$ cat config.mk
export PLATFORM = sky130hd
export DESIGN_NAME = uart_frame_tx
export DESIGN_NICKNAME = d
export VERILOG_FILES = /design/src/rtl/uart_frame_pkg.sv /design/src/rtl/uft_tick_gen.sv /design/src/rtl/uft_fifo.sv /design/src/rtl/uft_shifter.sv /design/src/rtl/uart_frame_tx.sv
export SDC_FILE = /design/constraint.sdc
export NUM_CORES = 1
export LEC_CHECK = 0
export CORE_ASPECT_RATIO = 0.6
export CORE_MARGIN = 3
export CORE_UTILIZATION = 65
export DETAILED_ROUTE_END_ITERATION = 16
export PLACE_DENSITY = 0.85
export SKIP_CTS_REPAIR_TIMING = 1
export SYNTH_ARGS = -nofsm -noshare
export SYNTH_HDL_FRONTEND = slang
export SYNTH_SLANG_ARGS = --single-unit
$ cat constraint.sdc
create_clock -name clk -period 6.4 [get_ports clk]
set_input_delay 0.64 -clock clk [delete_from_list [all_inputs] [get_ports clk]]
set_output_delay 0.64 -clock clk [all_outputs]
set_load 0.02 [all_outputs]
$ cat src/rtl/uart_frame_pkg.sv
// Package: shared types and helpers for the configurable-frame transmitter.
// Assumes: data bytes are 8 bits wide; shorter frames use the low bits.
package uart_frame_pkg;

    // Packed view of the line-control byte; bit positions are behaviour.
    typedef struct packed {
        logic       hold_timing;  // [7] freeze the bit-timing enable
        logic       force_break;  // [6] drive the line low
        logic       stick_par;    // [5] constant parity value
        logic       even_par;     // [4] even parity sense
        logic       par_on;       // [3] insert a parity bit
        logic       long_stop;    // [2] 1.5 or 2 stop bits
        logic [1:0] len_code;     // [1:0] 5..8 data bits
    } line_ctrl_t;

    typedef enum logic [2:0] {
        SH_IDLE,
        SH_START,
        SH_DATA,
        SH_PARITY,
        SH_STOP
    } shift_state_e;

    // Parity bit for a byte under a given length, sense and stick setting.
    function automatic logic frame_parity(
        input logic [7:0] data,
        input logic [1:0] len_code,
        input logic       even_par,
        input logic       stick_par
    );
        logic [7:0] mask;
        logic       ones_odd;
        mask     = 8'hFF >> (2'd3 - len_code);
        ones_odd = ^(data & mask);
        if (stick_par) begin
            return ~even_par;
        end
        return even_par ? ones_odd : ~ones_odd;
    endfunction

endpackage

$ cat src/rtl/uft_tick_gen.sv
// Module: uft_tick_gen
// Produces a single-cycle enable every 'divisor' clocks (0 acts as 1).
// Assumes: divisor may change at any time; an overshooting count wraps at once.
// While hold is high the counter is parked at zero and no enable is produced.
module uft_tick_gen #(
    parameter int DIV_W = 16
) (
    input  logic             clk,
    input  logic             rst_n,
    input  logic             hold,
    input  logic [DIV_W-1:0] divisor,
    output logic             tick
);

    logic [DIV_W-1:0] eff_div;
    logic [DIV_W-1:0] cnt_q;
    logic             wrap;

    // Effective divisor: zero is promoted to one.
    always_comb begin
        eff_div = (divisor == '0) ? DIV_W'(1) : divisor;
        wrap    = (cnt_q >= eff_div - DIV_W'(1));
    end

    // Count clocks and emit the enable on wrap.
    always_ff @(posedge clk) begin
        if (!rst_n || hold) begin
            cnt_q <= '0;
            tick  <= 1'b0;
        end else if (wrap) begin
            cnt_q <= '0;
            tick  <= 1'b1;
        end else begin
            cnt_q <= cnt_q + DIV_W'(1);
            tick  <= 1'b0;
        end
    end

endmodule

$ cat src/rtl/uft_fifo.sv
// Module: uft_fifo
// Synchronous queue with a head read port visible without a pop.
// Assumes: DEPTH is a power of two; a write while full is dropped and flagged
// one cycle later; pop is only requested while not empty.
module uft_fifo #(
    parameter int WIDTH = 8,
    parameter int DEPTH = 16
) (
    input  logic             clk,
    input  logic             rst_n,
    input  logic             wr_en,
    input  logic [WIDTH-1:0] wr_data,
    input  logic             pop,
    output logic [WIDTH-1:0] rd_data,
    output logic             empty,
    output logic             full,
    output logic             drop
);

    localparam int AW = $clog2(DEPTH);
    localparam int CW = AW + 1;

    logic [WIDTH-1:0] mem [DEPTH];
    logic [AW-1:0]    wptr_q;
    logic [AW-1:0]    rptr_q;
    logic [CW-1:0]    count_q;
    logic             push;
    logic             take;

    // Status and accepted-operation decode.
    always_comb begin
        full    = (count_q == CW'(DEPTH));
        empty   = (count_q == '0);
        push    = wr_en && !full;
        take    = pop && !empty;
        rd_data = mem[rptr_q];
    end

    // Storage write.
    always_ff @(posedge clk) begin
        if (push) begin
            mem[wptr_q] <= wr_data;
        end
    end

    // Pointers, occupancy and drop flag.
    always_ff @(posedge clk) begin
        if (!rst_n) begin
            wptr_q  <= '0;
            rptr_q  <= '0;
            count_q <= '0;
            drop    <= 1'b0;
        end else begin
            drop <= wr_en && full;
            if (push) begin
                wptr_q <= wptr_q + AW'(1);
            end
            if (take) begin
                rptr_q <= rptr_q + AW'(1);
            end
            case ({push, take})
                2'b10:   count_q <= count_q + CW'(1);
                2'b01:   count_q <= count_q - CW'(1);
                default: count_q <= count_q;
            endcase
        end
    end

endmodule

$ cat src/rtl/uft_shifter.sv
// Module: uft_shifter
// Frame sequencer: start, data LSB first, optional parity, stop time.
// Assumes: 'tick' is the 16x enable; the frame format is captured when a byte
// is taken so mid-frame format changes affect only later frames. A new frame
// starts on the same enable that ends the previous stop time.
module uft_shifter
    import uart_frame_pkg::*;
#(
    parameter int OVS = 16
) (
    input  logic       clk,
    input  logic       rst_n,
    input  logic       tick,
    input  logic [1:0] len_code,
    input  logic       long_stop,
    input  logic       par_on,
    input  logic       even_par,
    input  logic       stick_par,
    input  logic       fifo_empty,
    input  logic [7:0] fifo_data,
    output logic       pop,
    output logic       line,
    output logic       busy
);

    localparam int TCW       = $clog2(2 * OVS) + 1;
    localparam int HALF_OVS  = OVS / 2;
    localparam int STOP1_END = OVS - 1;
    localparam int STOPH_END = OVS + HALF_OVS - 1;
    localparam int STOP2_END = 2 * OVS - 1;

    shift_state_e state_q;
    logic [TCW-1:0] tcnt_q;
    logic [TCW-1:0] slot_end;
    logic [TCW-1:0] stop_end_q;
    logic [2:0]     bidx_q;
    logic [2:0]     last_bit_q;
    logic [7:0]     shreg_q;
    logic           par_bit_q;
    logic           par_on_q;
    logic           slot_done;
    logic           start_frame;

    // Slot length and frame-start decode.
    always_comb begin
        slot_end    = (state_q == SH_STOP) ? stop_end_q : TCW'(OVS - 1);
        slot_done   = tick && (tcnt_q == slot_end);
        start_frame = !fifo_empty && tick &&
                      ((state_q == SH_IDLE) || ((state_q == SH_STOP) && slot_done));
        pop         = start_frame;
        busy        = (state_q != SH_IDLE);
    end

    // Sequence the frame one slot at a time.
    always_ff @(posedge clk) begin
        if (!rst_n) begin
            state_q    <= SH_IDLE;
            tcnt_q     <= '0;
            stop_end_q <= TCW'(STOP1_END);
            bidx_q     <= '0;
            last_bit_q <= '0;
            shreg_q    <= '0;
            par_bit_q  <= 1'b0;
            par_on_q   <= 1'b0;
            line       <= 1'b1;
        end else if (start_frame) begin
            state_q    <= SH_START;
            tcnt_q     <= '0;
            bidx_q     <= '0;
            shreg_q    <= fifo_data;
            last_bit_q <= {1'b0, len_code} + 3'd4;
            par_on_q   <= par_on;
            par_bit_q  <= frame_parity(fifo_data, len_code, even_par, stick_par);
            if (!long_stop) begin
                stop_end_q <= TCW'(STOP1_END);
            end else if (len_code == 2'd0) begin
                stop_end_q <= TCW'(STOPH_END);
            end else begin
                stop_end_q <= TCW'(STOP2_END);
            end
            line <= 1'b0;
        end else if (tick && (state_q != SH_IDLE)) begin
            if (!slot_done) begin
                tcnt_q <= tcnt_q + TCW'(1);
            end else begin
                tcnt_q <= '0;
                case (state_q)
                    SH_START: begin
                        state_q <= SH_DATA;
                        line    <= shreg_q[0];
                    end
                    SH_DATA: begin
                        if (bidx_q == last_bit_q) begin
                            if (par_on_q) begin
                                state_q <= SH_PARITY;
                                line    <= par_bit_q;
                            end else begin
                                state_q <= SH_STOP;
                                line    <= 1'b1;
                            end
                        end else begin
                            bidx_q  <= bidx_q + 3'd1;
                            shreg_q <= shreg_q >> 1;
                            line    <= shreg_q[1];
                        end
                    end
                    SH_PARITY: begin
                        state_q <= SH_STOP;
                        line    <= 1'b1;
                    end
                    default: begin
                        state_q <= SH_IDLE;
                        line    <= 1'b1;
                    end
                endcase
            end
        end
    end

endmodule

$ cat src/rtl/uart_frame_tx.sv
// Module: uart_frame_tx (top)
// Queue, baud enable and frame sequencer for a configurable serial transmitter.
// Assumes: synchronous active-low reset; line_ctrl and baud_div are quasi-static
// except the break bit, which acts immediately on the line.
module uart_frame_tx
    import uart_frame_pkg::*;
#(
    parameter int DATA_W     = 8,
    parameter int DIV_W      = 16,
    parameter int FIFO_DEPTH = 16,
    parameter int OVS        = 16
) (
    input  logic              clk,
    input  logic              rst_n,
    input  logic              wr_en,
    input  logic [DATA_W-1:0] wr_data,
    output logic              fifo_full,
    output logic              wr_drop,
    input  logic [7:0]        line_ctrl,
    input  logic [DIV_W-1:0]  baud_div,
    output logic              tx,
    output logic              tx_idle
);

    line_ctrl_t        lc;
    logic              tick_w;
    logic              pop_w;
    logic              empty_w;
    logic [DATA_W-1:0] head_w;
    logic              line_w;
    logic              busy_w;

    // Packed view of the control byte.
    always_comb lc = line_ctrl_t'(line_ctrl);

    uft_tick_gen #(
        .DIV_W (DIV_W)
    ) tick_i (
        .clk     (clk),
        .rst_n   (rst_n),
        .hold    (lc.hold_timing),
        .divisor (baud_div),
        .tick    (tick_w)
    );

    uft_fifo #(
        .WIDTH (DATA_W),
        .DEPTH (FIFO_DEPTH)
    ) fifo_i (
        .clk     (clk),
        .rst_n   (rst_n),
        .wr_en   (wr_en),
        .wr_data (wr_data),
        .pop     (pop_w),
        .rd_data (head_w),
        .empty   (empty_w),
        .full    (fifo_full),
        .drop    (wr_drop)
    );

    uft_shifter #(
        .OVS (OVS)
    ) shift_i (
        .clk        (clk),
        .rst_n      (rst_n),
        .tick       (tick_w),
        .len_code   (lc.len_code),
        .long_stop  (lc.long_stop),
        .par_on     (lc.par_on),
        .even_par   (lc.even_par),
        .stick_par  (lc.stick_par),
        .fifo_empty (empty_w),
        .fifo_data  (head_w),
        .pop        (pop_w),
        .line       (line_w),
        .busy       (busy_w)
    );

    // Line gating by break and idle report.
    always_comb begin
        tx      = line_w && !lc.force_break;
        tx_idle = empty_w && !busy_w;
    end

endmodule

==> results of run 1 <==
[cells in the mapped netlist (all sizes together) (12+ instances only)]
library cell    n
edfxtp        128
dfxtp          63
nand2          53
nor2           42
mux4           35
ha             29
xor2           26
xnor2          24
inv            20
a21oi          18
clkbuf         17
a211oi         15
and2           14
nand3          13
o21ai          12
[worst reg2reg max path, stage by stage (launching register included)]
cell      delay [ps]
dfxtp_1          420
nor2_1           140
a311oi_1         300
a31oi_1           70
or4b_1           540
nand2_1          120
nand2_1          490
inv_1            590
ha_1             320
inv_1            110
fa_1             420
inv_1             80
a21o_1           110
a21oi_1           80
xnor2_1          130
or3_1            310
a21boi_0         160
[metrics by stage]
stage | setup slack (ps) | cells | power [mW] | hold slack (ps)
detailed placement | 1150 | 812 | 1.48 | 487
global placement | 1440 | 812 | 1.48 | 463
floorplan | 2290 | 631 | 1.42 | 454
CTS | 1510 | 844 | 2.53 | 498
finish | 1410 | 845 | 2.52 | 499
global route | 1190 | 845 | 2.60 | 520
[cells by family (layout without fill, tap and decap cells)]
| group | Yosys count | count (layout) |
|---|---|---|
| mux | 43 | 43 |
| xor+xnor | 51 | 51 |
| simple gates | 174 | 174 |
| fa+ha+maj | 30 | 30 |
| flops | 191 | 191 |
| compound gates | 95 | 95 |
| buf+inv | 47 | 96 |
[metal layers]
metal / GRT usage / routed length, um / up-vias
met4: 0.0771 / 325 / 2
li1: - / - / 2429
met1: 0.368 / 7820 / 2614
met2: 0.422 / 8410 / 295
met5: 0 / 13 / -
met3: 0.0719 / 1810 / 32
[area by class of cell]
cell class	instances	area (um^2)	share of cell area
sequential	191	5110	0.530
multi-input combinational	393	3220	0.335
timing repair buffer	44	423	0.0439
inverter	20	75.1	0.00779
clock inverter	15	171	0.0178
clock buffer	17	425	0.0442
tap	165	206	0.0214
[cells in the final DEF, fill, tap and decap left out, types with 6 or more instances in the layout]
cell type | synthesis | routed
edfxtp_1 | 128 | 128
dfxtp_1 | 63 | 61
nand2_1 | 53 | 53
nor2_1 | 41 | 41
clkdlybuf4s50_1 | 0 | 38
mux4_2 | 35 | 35
ha_1 | 29 | 29
xor2_1 | 26 | 26
xnor2_1 | 24 | 24
inv_1 | 20 | 20
a21oi_1 | 18 | 18
clkbuf_16 | 0 | 17
a211oi_1 | 15 | 15
and2_1 | 14 | 14
nand3_1 | 13 | 13
o21ai_0 | 11 | 11
a21o_1 | 10 | 10
nand2b_1 | 9 | 9
nor3_1 | 9 | 9
nand4_1 | 8 | 8
a21boi_0 | 8 | 8
mux2i_1 | 8 | 8
o211a_1 | 7 | 7
nor2b_1 | 6 | 6
a22oi_1 | 6 | 6
[power groups by stage]
stage          clock (mW)  combinational, mW  sequential, mW
6_report             1.06              0.127            1.33
5_1_grt              1.12              0.140            1.33
4_1_cts              1.07              0.126            1.33
3_5_place_dp            0              0.123            1.36
3_3_place_gp            0              0.117            1.36
2_1_floorplan           0             0.0640            1.36
[final timing paths]
check                                      from                            endpoint  slack [ps]  depth (start not counted)
min          shift_i.last_bit_q[0]$_SDFFE_PN0N_  shift_i.last_bit_q[0]$_SDFFE_PN0N_         500                          2
max                                 baud_div[6]         tick_i.cnt_q[11]$_SDFF_PP0_        1410                         17
min reg2reg  shift_i.last_bit_q[0]$_SDFFE_PN0N_  shift_i.last_bit_q[0]$_SDFFE_PN0N_         500                          2
max reg2reg     shift_i.state_q[1]$_SDFFE_PP0P_      fifo_i.count_q[4]$_SDFFE_PN0P_        1940                         16
[flip-flops by register name, indices dropped and copies added (netlist names), named ones only]
| name | count |
|---|---|
| fifo_i.count_q | 5 |
| fifo_i.drop | 1 |
| fifo_i.mem | 128 |
| fifo_i.rptr_q | 4 |
| fifo_i.wptr_q | 4 |
| shift_i.bidx_q | 3 |
| shift_i.last_bit_q | 3 |
| shift_i.line | 1 |
| shift_i.par_bit_q | 1 |
| shift_i.par_on_q | 1 |
| shift_i.shreg_q | 8 |
| shift_i.state_q | 3 |
| shift_i.stop_end_q | 2 |
| shift_i.tcnt_q | 6 |
| tick_i.cnt_q | 16 |
| tick_i.tick | 1 |
==> metrics.md, run 1 <==
| Metric | Value |
|---|---|
| Nets | roughly 730 |
| Sw frac | 0.229 |
| Outcome | complete, no violations |
| Peak supply drop | approximately 0.25 mV |
| Gate power share | 0.050 |
| Crit path max-delay family | compound AO/OA/AOI/OAI gates |
| WL/cell | ~22 um |
| Mapped Nets | just under 700 |
| Pwr dens | 262 mW/mm^2 |
| Relative slew slack | 0.180 |
| DR vias/cell | about 6.4 |
| Final setup violation count | 0 |
| Finished Cell Area | 0.00963 mm^2 |
| Main combinational cell family by area after synthesis | multiplexers |
| Fmax achieved | 200 MHz |
| Synth warnings | 0 |
| First-pass GRT wire length | just under 30 mm |
| Measured slew at the worst slew-check pin | 1220 ps |
| CTS root buffer | clkbuf_16 |
| Most used cell, CP | a21o_1 |
| Worst Hold Class | flop to flop |
| Setup TNS | 0 ps |
| Setup crit end kind | flop |
| Switching power | a little under 0.6 mW |
| Largest net degree at the start of global routing | 37 |
| Vias in the first global route | approximately 5,500 |
| HPWL Detailed | approximately 12 mm |
| Initial core utilization | 0.687 |
| Routed Antenna Nets | 0 |
| CTS tree | built |
| Async SR Flop Fraction | 0 |
| Max-cap violations | 0 |
| DRT Pass-1 Iters | 5 |
| Clock tree buffer depth | 2 |
| Synth area leader | edfxtp_1 |
| Syn_area_per_cell | between 10 and 15 um^2 |
| Primary FF master, synth | edfxtp_1 |
| Post-Synth Adder-Cell Area | 0.0448 |
| Min cycle time layout | around 5000 ps |
| N_diodes | 0 |
| Skew final | 11.1 ps |
| Worst EP required | around 6600 ps |
| Max-slew violation count | 0 |
| Routability-driven placement congestion ratio | around 0.88 |
| Crit path kind | input port to flop |
| RSZ-0062 raised after global routing | false |
| Dpl cell area | 0.00903 mm^2 |
| Post-Synth Simple-Gate Area | 0.0994 |
| Clk_lat worst skew | 430 ps |
| Post-synth cell types | 58 |
| Cell row count | 31 |
| Critical path cell sequence | clkdlybuf4s50_1, nor3_1, nand2b_1, or3_1, or4_1, nor2_1, a31oi_1, ha_1, ha_1, a21o_1, a21o_1, a21o_1, a21o_1, a21oi_1, o21a_1, o21ai_1, a211oi_1 |
| Core ar. | between 0.01 and 0.015 mm^2 |
| Final period utilization | 0.780 |
| IO buf count | 38 |
| Buf/Inv on CP | 1 |
| Mux cell area share after synthesis | 0.102 |
| Critical Path AT | between 5000 and 6000 ps |
| Total CTS buffers | 17 |
| Clock-pin slew on the worst setup and hold paths | about 70 ps |
| Sequential area share after synthesis | 0.597 |
| CP max stage delay | 930 ps |
| Maximum fanout along the worst path | 17 |
| Post-Syn Area | roughly 0.0085 mm^2 |
| DRC Markers | 0 |
| Final Hold Fails | 0 |
| # clock sinks | ~190 |
| DR vias | 5,372 |
| Post-synth EDFFs | roughly 130 |
| Internal power | around 1.9 mW |
| GRT overflow | 0 |
| Area Overhead vs Synth | 12.7% |
| Die area | roughly 0.015 mm^2 |
| Max H-tree Level | 4 |
| Synth area leaders | edfxtp_1, dfxtp_1, mux4_2 |
| Syn Inst Count | roughly 630 |
| Post-Synth XOR/XNOR Area | 0.0539 |
| Slowest CP cell | o21ai_1 |
| Yosys top cell area share | 0.450 |
| Detailed Route Iter0 Violations | approximately 590 |
| Top-level I/O count | 39 |
| Final WL | about 18 mm |
| Number of fill cells | around 720 |
| Sequential share of power | 0.529 |
| Initial antenna violation count | 1 |
| #FFs+latches synth | 191 |
| GRT Overall Usage | 0.266 |
| LEAKAGE | 3.49 nW |
| Die Y | about 95 um |
| Clock network power share | 0.420 |
| Compound-Gate Fraction of Synth Area | 0.0776 |
| Die width | about 150 um |
| Final core occ | 0.774 |
| Startpoint types | input port |
| Fraction of layout cells with a size suffix above 1 | 0.118 |
(Power assumes the default switching activity.)
==> run 2: changes to the inputs <==
--- a/config.mk
+++ b/config.mk
@@ -7,9 +7,9 @@
 export LEC_CHECK = 0
 export CORE_ASPECT_RATIO = 0.6
 export CORE_MARGIN = 3
-export CORE_UTILIZATION = 65
+export CORE_UTILIZATION = 54
 export DETAILED_ROUTE_END_ITERATION = 16
-export PLACE_DENSITY = 0.85
+export PLACE_DENSITY = 0.75
 export SKIP_CTS_REPAIR_TIMING = 1
 export SYNTH_ARGS = -nofsm -noshare
 export SYNTH_HDL_FRONTEND = slang
==> constraint.sdc (replaced) <==
create_clock -name clk -period 4.1 [get_ports clk]
set_input_delay 0.41 -clock clk [delete_from_list [all_inputs] [get_ports clk]]
set_output_delay 0.41 -clock clk [all_outputs]
set_load 0.02 [all_outputs]
==> metrics.md, run 2 (synthesized netlist as in run 1, its figures left out) <==
| Metric | Value |
|---|---|
| Outcome | complete, no violations |
| Fraction of layout cells with a size suffix above 1 | 0.162 |
| Clock tree buffer depth | 2 |
| Number of cells after detailed placement | around 870 |
| Startpoint types | input port |
| CP max stage delay | 450 ps |
| Fmax achieved | 254 MHz |
| Detailed Route Iter0 Violations | 588 |
| Setup crit end kind | flop |
| Max-slew violation count | 0 |
| Min cycle time layout | roughly 4000 ps |
| Crit path kind | input port to flop |
| Clk_lat worst skew | between 400 and 500 ps |
| Most used cell, CP | a21o_1 |
| Maximum fanout along the worst path | 17 |
| Most common cell after layout, fill and taps aside | edfxtp_1 |
| Slowest CP cell | clkdlybuf4s50_1 |
| Crit path max-delay family | compound AO/OA/AOI/OAI gates |
| Final Power | about 3.8 mW |
| DRT Pass-1 Iters | 5 |
| Worst EP required | 4420 ps |
| Fin Hold WS | about 480 ps |
| Number of fill cells | 1,053 |
| Vias in the first global route | around 5,300 |
| Final setup violation count | 0 |
| Sequential cell area | approximately 0.0051 mm^2 |
| HPWL Detailed | 12.5 mm |
| Most frequent cells in the layout | edfxtp_1, dfxtp_1, nand2_1 |
| Footprint of the multi-input gates | about 0.0033 mm^2 |
| Skew final | ~11 ps |
| Pwr dens | ~390 mW/mm^2 |
| Finished Cell Area | roughly 0.01 mm^2 |
| WL/cell | approximately 20 um |
| First-pass GRT wire length | slightly below 30 mm |
| Routability-driven placement congestion ratio | slightly above 0.8 |
| Final Hold Fails | 0 |
| Final core occ | 0.662 |
| Initial core utilization | 0.571 |
| LEAKAGE | roughly 3.6 nW |
| N_diodes | 0 |
| Final period utilization | 0.962 |
| Measured slew at the worst slew-check pin | approximately 1200 ps |
| Peak supply drop | ~0.23 mV |
| DR vias/cell | 5.94 |
| Largest net degree at the start of global routing | 37 |
| Nets | between 700 and 800 |
| Total CTS buffers | 17 |
| GRT Overall Usage | 0.220 |
| Cell row count | 34 |
| Final WL | around 18 mm |
| # clock sinks | 191 |
| Core ar. | approximately 0.015 mm^2 |
| Critical Path AT | 4270 ps |
| Die width | between 150 and 200 um |
| Critical path cell sequence | clkdlybuf4s50_1, nor3_2, nand2b_1, or3_1, or4_4, nor2_4, a31oi_2, ha_1, ha_1, a21o_1, a21o_1, a21o_1, a21o_1, a21oi_2, o21a_1, o21ai_1, buf_12, a211oi_4 |
| Initial antenna violation count | 0 |
| Dpl cell area | a little over 0.009 mm^2 |
| Routed Antenna Nets | 0 |
| Layout Cells excl Fill | 903 |
| Worst Hold Class | flop to flop |
| DRC Markers | 0 |
| Biggest register | fifo_i.mem |
| Die area | roughly 0.017 mm^2 |
| Top flop regs | fifo_i.mem (128), tick_i.cnt_q (16), shift_i.shreg_q (8) |
| Clock-pin slew on the worst setup and hold paths | approximately 70 ps |
| Buf/Inv on CP | 2 |
| Top-level I/O count | 39 |
| IO buf count | 38 |
| Area Overhead vs Synth | 16.0% |
| Max H-tree Level | 4 |
| Max-cap violations | 0 |
| Max reg flops | around 130 |
| GRT overflow | 0 |
| CTS root buffer | clkbuf_16 |
| CTS tree | built |
| Relative slew slack | 0.225 |
| Die Y | 103 um |
| DR vias | 5,360 |
[run 2: power by group]
part           internal [mW]  leakage [nW]  total (mW)  switching, mW
clock                  0.799         0.260        1.55          0.747
combinational         0.0955          1.67       0.206          0.111
sequential              2.07          1.67        2.08        0.00999
total                   2.97          3.59        3.83          0.868
[run 2: per-layer routing]
metal | up-vias | share of wire | GRT usage
met5 | - | 0 | 0
met4 | 0 | 0.011 | 0.0591
met2 | 199 | 0.46 | 0.336
met1 | 2659 | 0.47 | 0.327
li1 | 2488 | - | -
met3 | 14 | 0.065 | 0.0467
[run 2: final cells by class]
class	count	area share
inverter	20	0.00757
multi-input combinational	393	0.332
timing repair buffer	69	0.0644
clock inverter	14	0.0126
tap	198	0.0250
clock buffer	18	0.0433
sequential	191	0.515
[run 2: stage by stage]
step / worst slack [ps] / TNS (ps)
finish: 157 / 0
global route: -12.1 / -14.7
CTS: -22.1 / -22.1
detailed placement: -363 / -5460
global placement: -164 / -1930
floorplan: 219 / 0
[run 2: worst paths after layout]
check | start | end | slack [ps] | depth (start not counted)
hold / removal | shift_i.tcnt_q[1]$_SDFFE_PP0P_ | shift_i.tcnt_q[1]$_SDFFE_PP0P_ | 480 | 2
setup reg to reg | flop | shift_i.par_bit_q$_SDFFE_PN0N_ | 550 | 9
setup / recovery | baud_div[8] | tick_i.cnt_q[12]$_SDFF_PP0_ | 160 | 18
hold reg to reg | shift_i.tcnt_q[1]$_SDFFE_PP0P_ | shift_i.tcnt_q[1]$_SDFFE_PP0P_ | 480 | 2
[run 2: worst reg2reg max path, delay by kind of cell, from the launching register on]
kind	cells	cell delay (ps)
flip-flops	1	860
multiplexers	1	330
XOR/XNOR	1	240
AO/OA/AOI/OAI	5	1420
AND/OR/NAND/NOR	1	230
buffers and inverters	1	360
